--- src/rtl/five_level_pwm.sv ---
module five_level_pwm #(
  parameter int W  = 16,
  parameter int CW = 10,
  parameter int VW = 12,
  parameter int DW = 4
) (
  input  logic                clk,
  input  logic                rst,
  input  logic signed [W-1:0] ref_in,
  input  logic                i_pos,
  input  logic [VW-1:0]       vc1,
  input  logic [VW-1:0]       vc2,
  input  logic                bal_en,
  input  logic [CW-1:0]       period,
  input  logic [DW-1:0]       dead,
  output logic [2:0]          gate,
  output logic [2:0]          gate_n
);
  localparam int XW = W + 2;

  logic [CW-1:0] cnt_q;
  logic          up_q, low1_q, at_turn;
  logic [2:0]    st_q, st_d;
  logic [2:0]    nlev;
  logic          use_c1;
  logic signed [XW-1:0] rx, px, cx, th0, th1, th2, th3;
  logic h0, h1, h2, h3;

  assign at_turn = up_q ? (cnt_q >= period) : (cnt_q == '0);

  always_ff @(posedge clk) begin
    if (rst) begin
      cnt_q <= '0;
      up_q  <= 1'b1;
    end else if (up_q) begin
      if (cnt_q >= period) begin
        up_q  <= 1'b0;
        cnt_q <= cnt_q - 1'b1;
      end else begin
        cnt_q <= cnt_q + 1'b1;
      end
    end else if (cnt_q == '0) begin
      up_q  <= 1'b1;
      cnt_q <= cnt_q + 1'b1;
    end else begin
      cnt_q <= cnt_q - 1'b1;
    end
  end

  always_ff @(posedge clk) begin
    if (rst)          low1_q <= 1'b0;
    else if (at_turn) low1_q <= (vc1 < vc2);
  end


  low_hold_chk: assert property (@(posedge clk) disable iff (rst)
    (low1_q != $past(low1_q)) |-> $past(at_turn));

  assign rx  = {{2{ref_in[W-1]}}, ref_in};
  assign px  = $signed({{(XW-CW){1'b0}}, period});
  assign cx  = $signed({{(XW-CW){1'b0}}, cnt_q});
  assign th0 = cx - px - px;
  assign th1 = cx - px;
  assign th2 = cx;
  assign th3 = cx + px;
  assign h0  = (rx >= th0);
  assign h1  = (rx >= th1);
  assign h2  = (rx >= th2);
  assign h3  = (rx >= th3);
  assign nlev = {2'b0, h0} + {2'b0, h1} + {2'b0, h2} + {2'b0, h3};

  always_comb begin
    use_c1 = 1'b1;
    if (bal_en) begin
      if (nlev == 3'd3) use_c1 = i_pos ? ~low1_q : low1_q;
      else              use_c1 = i_pos ? low1_q : ~low1_q;
    end
  end

  // st_d holds {S1,S2,S3}
  always_comb begin
    case (nlev)
      3'd4:    st_d = 3'b010;
      3'd3:    st_d = use_c1 ? 3'b011 : 3'b110;
      3'd2:    st_d = ref_in[W-1] ? 3'b000 : 3'b111;
      3'd1:    st_d = use_c1 ? 3'b100 : 3'b001;
      default: st_d = 3'b101;
    endcase
  end

  always_ff @(posedge clk) begin
    if (rst) st_q <= 3'b000;
    else     st_q <= st_d;
  end


  default_state_chk: assert property (@(posedge clk) disable iff (rst)
    !$past(bal_en) |-> (st_q != 3'b110 && st_q != 3'b001));


  reset_low_chk: assert property (@(posedge clk)
    rst |=> (gate == 3'b000 && gate_n == 3'b000));

  for (genvar i = 0; i < 3; i++) begin : g_pair
    logic          tgt, cur_q, live_q, hi_q, lo_q;
    logic [DW-1:0] dt_q;

    assign tgt = st_q[2-i];

    always_ff @(posedge clk) begin
      if (rst) begin
        cur_q  <= 1'b0;
        live_q <= 1'b0;
        dt_q   <= '0;
        hi_q   <= 1'b0;
        lo_q   <= 1'b0;
      end else if (tgt != cur_q || !live_q) begin
        hi_q <= 1'b0;
        lo_q <= 1'b0;
        if (dt_q == dead) begin
          cur_q  <= tgt;
          live_q <= 1'b1;
          dt_q   <= '0;
        end else begin
          dt_q <= dt_q + 1'b1;
        end
      end else begin
        hi_q <= cur_q;
        lo_q <= ~cur_q;
        dt_q <= '0;
      end
    end

    assign gate[i]   = hi_q;
    assign gate_n[i] = lo_q;


    no_overlap_chk: assert property (@(posedge clk) disable iff (rst)
      !(gate[i] && gate_n[i]));


    gap_before_hi_chk: assert property (@(posedge clk) disable iff (rst)
      $rose(gate[i]) |-> $past(!gate[i] && !gate_n[i]));


    gap_before_lo_chk: assert property (@(posedge clk) disable iff (rst)
      $rose(gate_n[i]) |-> $past(!gate[i] && !gate_n[i]));
  end
endmodule

--- config.mk ---
export PLATFORM = sky130hd
export DESIGN_NAME = five_level_pwm
export DESIGN_NICKNAME = d
export VERILOG_FILES = /design/src/rtl/five_level_pwm.sv
export SDC_FILE = /design/constraint.sdc
export NUM_CORES = 1
export LEC_CHECK = 0
export ABC_CLOCK_PERIOD_IN_PS = 5900
export BUFFER_PORTS_ARGS = -buffer_cell sky130_fd_sc_hd__buf_4
export CAP_MARGIN = 15
export CORE_MARGIN = 1.5
export CORE_UTILIZATION = 55
export CTS_BUF_LIST = sky130_fd_sc_hd__clkbuf_8
export DETAILED_ROUTE_END_ITERATION = 16
export GPL_ROUTABILITY_DRIVEN = 0
export GPL_TIMING_DRIVEN = 0
export PLACE_DENSITY_LB_ADDON = 0.08
export SLEW_MARGIN = 10
export SYNTH_ARGS = -nofsm -noshare
export SYNTH_HDL_FRONTEND = slang
export SYNTH_SLANG_ARGS = --single-unit
--- constraint.sdc ---
create_clock -name clk -period 5.9 [get_ports clk]
set_clock_uncertainty 0.2 [all_clocks]
set_input_delay 0.59 -clock clk [delete_from_list [all_inputs] [get_ports clk]]
set_output_delay 0.59 -clock clk [all_outputs]
set_load 0.03 [all_outputs]
# == After elaboration in Yosys (flattened, before gate mapping) ==
# Cells that the tools add are included.
# W data, S select, Z words.
# op_classes
n_lt_le_gt_ge,6
n_reduce_logical,16
add_sub_neg,11
bitwise_logic,7
muxes,15
n_eq_ne,10
# ops
cell,n
$ge A16 B11 Y1,2
$ge A16 B12 Y1,2
$mux W10,3
$add A4 B1 Y4 const B,3
$eq A4 B4 Y1,3
$lt A12 B12 Y1,1
$pmux W3 S4,1
$sub A11 B11 Y12,1
$add A10 B10 Y11,1
$sub A10 B10 Y11,1
$add A10 B1 Y10 const B,1
$ge A10 B10 Y1,1
$logic_not A10 Y1,1
$sub A10 B1 Y10 const B,1
$mux W3,3
$reduce_or A3 Y1,3
$mux W1,8
$not A1 Y1,7
$eq A3 B2 Y1 const B,2
$reduce_and A2 Y1,3
$reduce_or A2 Y1,3
$add A2 B1 Y3,1
$add A3 B1 Y3,1
$eq A3 B1 Y1 const B,1
5 further kinds,11
# totals
wordCells,84
in_bits,58
register_bits,39

# == Longest topological paths before layout ==
# logic_depth
ltp_word,11
ltp_mapped,29
depth_no_buf,28

# == Worst setup path before layout ==
# No wires, ideal clock.
# synth_path
path_kind,input to register
startpoint,input period[0]
endpoint,register st_q[0]
path_buffers,0
t_arrival_ns,5.466
stages,27
path_slack_ns,0.102
setup_ns,0.132
path_cell_list,ha_1 inv_1 fa_1 a211oi_1 nor2_1 o21a_1 nor2_1 xnor2_1 ha_1 or2_2 a21oi_1 a21oi_1 a31oi_1 xor2_1 ha_1 a2111oi_0 o21a_1 a21o_1 nor2_1 o31a_1 fa_1 ha_1 ha_1 o21ai_0 nand2_1 a21oi_1 nor3_1
# synth_between
elab_chain_len,11
elab_cells_between_ends,18
classes_between,6 x add/sub; 3 x order compare; 4 x eq/ne; 5 x mux
# synth_lines
item,line,rtl
"start, declared",14,"input logic [CW-1:0] period,"
$sub A10 B10 Y11,"62, 63",
$sub A11 B11 Y12,62,assign th0 = cx - px - px;
$ge A16 B12 Y1,66,assign h0 = (rx >= th0);
$add A1 B1 Y2,70,"assign nlev = {2'b0, h0} + {2'b0, h1} + {2'b0, h2} + {2'b0, h3};"
$add A2 B1 Y3,70,
$add A3 B1 Y3 (*),70,
$eq A3 B2 Y1,"75, 82",
$mux W1,75,if (nlev == 3'd3) use_c1 = i_pos ? ~low1_q : low1_q;
$mux W1,74,if (bal_en) begin
$mux W3 (on tied branches),"86, 84",
$pmux W3 S4 (*),82,case (nlev)
"end signal, assigned",93,else st_q <= st_d;
"end, declared",23,"logic [2:0] st_q, st_d;"
# Every way passes the cells marked *; elsewhere a longest branch is shown, timed or not.
# A chain may end at the register's enable or synchronous reset.

# == Worst setup path after layout ==
# layout_path
startpoint,input period[1]
endpoint,register st_q[0]
# The elaborated chain is that of the path after synthesis.

==> metrics <==
source-to-sink clock delay at the later pin of the worst-skew pair=0.29 ns; TritonCTS clock tree=yes; slowest CP cell=sky130_fd_sc_hd__fa_1; fraction of post-synthesis cell area in the top cell type by area=0.2459; remaining antenna violation count after routing=0; layout cell share with drive strength beyond 1=0.2229; number of iterations in the first detailed-routing pass=5; count of nets after finishing=829; cell area after technology mapping=0.004835 mm2; gate count after technology mapping=589; flop and latch count out of synthesis=39; max capacitance violation total=0; slowest cell delay on critical path=0.46 ns; layout overhead on the synthesized area=20.55%; number of input and output port buffers inserted=63; FFs w/ async S/R, synth=0; post-place instance area=0.005443 mm2; data required time of the worst path=5.85 ns; wire per inst=14.54 um; number of vias per cell after detailed routing=5.713; Finish-stage setup viols=0; Syn Area/Cell=8.208 um2; number of global-route vias before repair=4301; minimum clock period after layout=5.712 ns; number of failing hold endpoints at the final stage=0; nature of the critical path endpoint=flip-flop; core area=0.008636 mm2; number of antenna repair diodes=0; total overflow reported by the global router=0; register-to-register path setup slack=0.23 ns; first-pass GRT wire length=19.35 mm; crit share post-route=0.9681; top area cells in the synthesized netlist=sky130_fd_sc_hd__ha_1 25%, sky130_fd_sc_hd__dfxtp_1 16%, sky130_fd_sc_hd__xnor2_1 7.2%; Hold WS=0.2786 ns; drt drc=0; post-route setup TNS=0 ns; DRT Wirelength=11.36 mm; Longest Clk Path Bufs=2; outcome=completed; power density normalized to cell area=345.3 mW/mm2; worst path buffer plus inverter count=2; Yosys warning count=0; clock sink count=39; f_max=0.1751 GHz; number of clock buffers inserted by TritonCTS=5; final count of pins violating max slew=0; horizontal die dimension=96.76 um; worst hold path type=reg -> reg; sequential element share of the synthesized area=0.1615; capture instance of the worst register-to-register path=st_q[0]; Max Fanout on Critical Path=4; most used standard cell by instance count after synthesis=sky130_fd_sc_hd__ha_1; startpoint of the worst-slack reg-to-reg timing path=cnt_q[1]; die height=96.76 um; CTS H-tree depth=2; critical path endpoint=st_q[0]; Top Family by Delay on Critical Path=compound AO/OA/AOI/OAI gates; critical path depth in cells=26; worst reg2reg path depth=24; initial standard-cell utilization of the core=0.5598; startpoint of the most critical hold path=g_pair[0].cur_q; area enclosed by the die boundary=0.009362 mm2; data arrival time of the critical path=5.66 ns; most common flop cell mapped by yosys=sky130_fd_sc_hd__dfxtp_1; clock root buffer=sky130_fd_sc_hd__clkbuf_8; post-synthesis cell type with the largest combined area=sky130_fd_sc_hd__ha_1; critical path start-end classification=in -> reg; number of distinct library cell variants in the gate-level netlist after synthesis=65; number of antenna violations at the first check in global routing=0; worst rel slew slack=0.5380; Total GRT Usage=0.2432; LEAKAGE=2.775 nW; number of cell rows=34; DR iter-0 viols=225; cell area after layout=0.005828 mm2; worst voltage drop across the vdd grid=227.4 uV; clock-pin transition on the worst setup and hold timing paths=0.07 ns; kind of start point of the critical path=input port; most frequent cells after synthesis=95 x sky130_fd_sc_hd__ha_1, 59 x sky130_fd_sc_hd__inv_1, 43 x sky130_fd_sc_hd__nor2_1; hold bufs inserted after CTS=0; number of synthesized flops with an enable pin=0; Critical Path Start=period[1]; Tightest Pin Transition=0.6867 ns; total nets after synthesis=746; largest net degree at the start of global routing=13; detailed placer's ending HPWL=9.089 mm; routed via count=4462; Top Ports=64
state kept, by name, summed over array words and instances (netlist names):
signal,count
g_pair.dt_q,12
cnt_q,10
g_pair.cur_q,3
g_pair.hi_q,3
g_pair.live_q,3
g_pair.lo_q,3
st_q,3
low1_q,1
up_q,1
how the worst min path moves through the flow:
stage / endpoint / cells past startpoint
3_5_place_dp: g_pair[0].hi_q / 2
5_1_grt: g_pair[2].dt_q[0] / 1
6_report: g_pair[0].hi_q / 2
4_1_cts: g_pair[0].hi_q / 2
2_1_floorplan: g_pair[0].dt_q[0] / 1
3_3_place_gp: g_pair[1].dt_q[0] / 1
power by group:
part / internal [W] / total [W] / switching, W / leakage, nW
clock: 0.0000809 / 0.000176 / 0.0000956 / 0.0453
sequential: 0.000303 / 0.000368 / 0.0000652 / 0.319
combinational: 0.000695 / 0.00147 / 0.000772 / 2.41
total: 0.00108 / 0.00201 / 0.000933 / 2.78
tightest hold or removal path: stages, from the launching register on:
cell and delay, ns:
sky130_fd_sc_hd__dfxtp_1 0.34, sky130_fd_sc_hd__nand2_1 0.06, sky130_fd_sc_hd__nor3_1 0.04
area by class of cell:
type / instances / area, um2
well taps: 108 / 135.1
fillers: 740 / 2808
repair buffers: 76 / 574.3
inverters: 59 / 227.7
multi-input cells: 472 / 3855
clock inverters: 3 / 16.27
flip-flops and latches: 39 / 787.0
clock buffers: 5 / 68.82
plain buffers: 19 / 163.9
repair_timing:
item,in CTS,in global routing
setup buffers,2,11
endpoints found under the setup margin,3,3
pin swaps,4,25
hold endpoints to repair,0,0
gates resized for setup,17,29
placed cells by master, fill, tap and decap left out, drive strengths merged, types with 12 or more instances in the layout:
cell	count
inv	59
buf	91
nand2	24
xnor2	40
nor3	23
dfxtp	39
nor2	45
nand3	19
ha	95
o21ai	31
and3	12
a21o	15
nand2b	14
a21oi	39
kinds of logic (layout without fill, tap and decap cells):
family	count (synthesis)	after routing	synth area share
xor gates and xnor gates	49	49	0.08877
adders and majority gates	99	99	0.2624
and+or+nand+nor	171	171	0.1881
DFF	39	39	0.1615
buffers and inverters	78	162	0.07971
AOI/OAI and AO/OA	146	146	0.2045
muxes	7	7	0.01501
layer usage:
layer	track usage	share of wire	up-vias
met4	0.03902	0.010	0
met1	0.3284	0.47	2061
li1	-	-	2277
met2	0.4217	0.48	113
met5	0	0	-
met3	0.03035	0.039	11
metrics by stage:
step	power, W	setup slack (ns)	utilization	cells
after floorplan	0.001356	0.1022	-	589
after global placement	0.001600	-0.4706	0.6303	760
after detailed placement	0.001643	-0.5829	0.6303	760
after CTS	0.001881	0.002057	0.6491	770
after global routing	0.002213	-0.04825	0.6749	781
final	0.002013	0.1880	0.6749	781
Note: power is estimated with default switching activity, not from simulation.
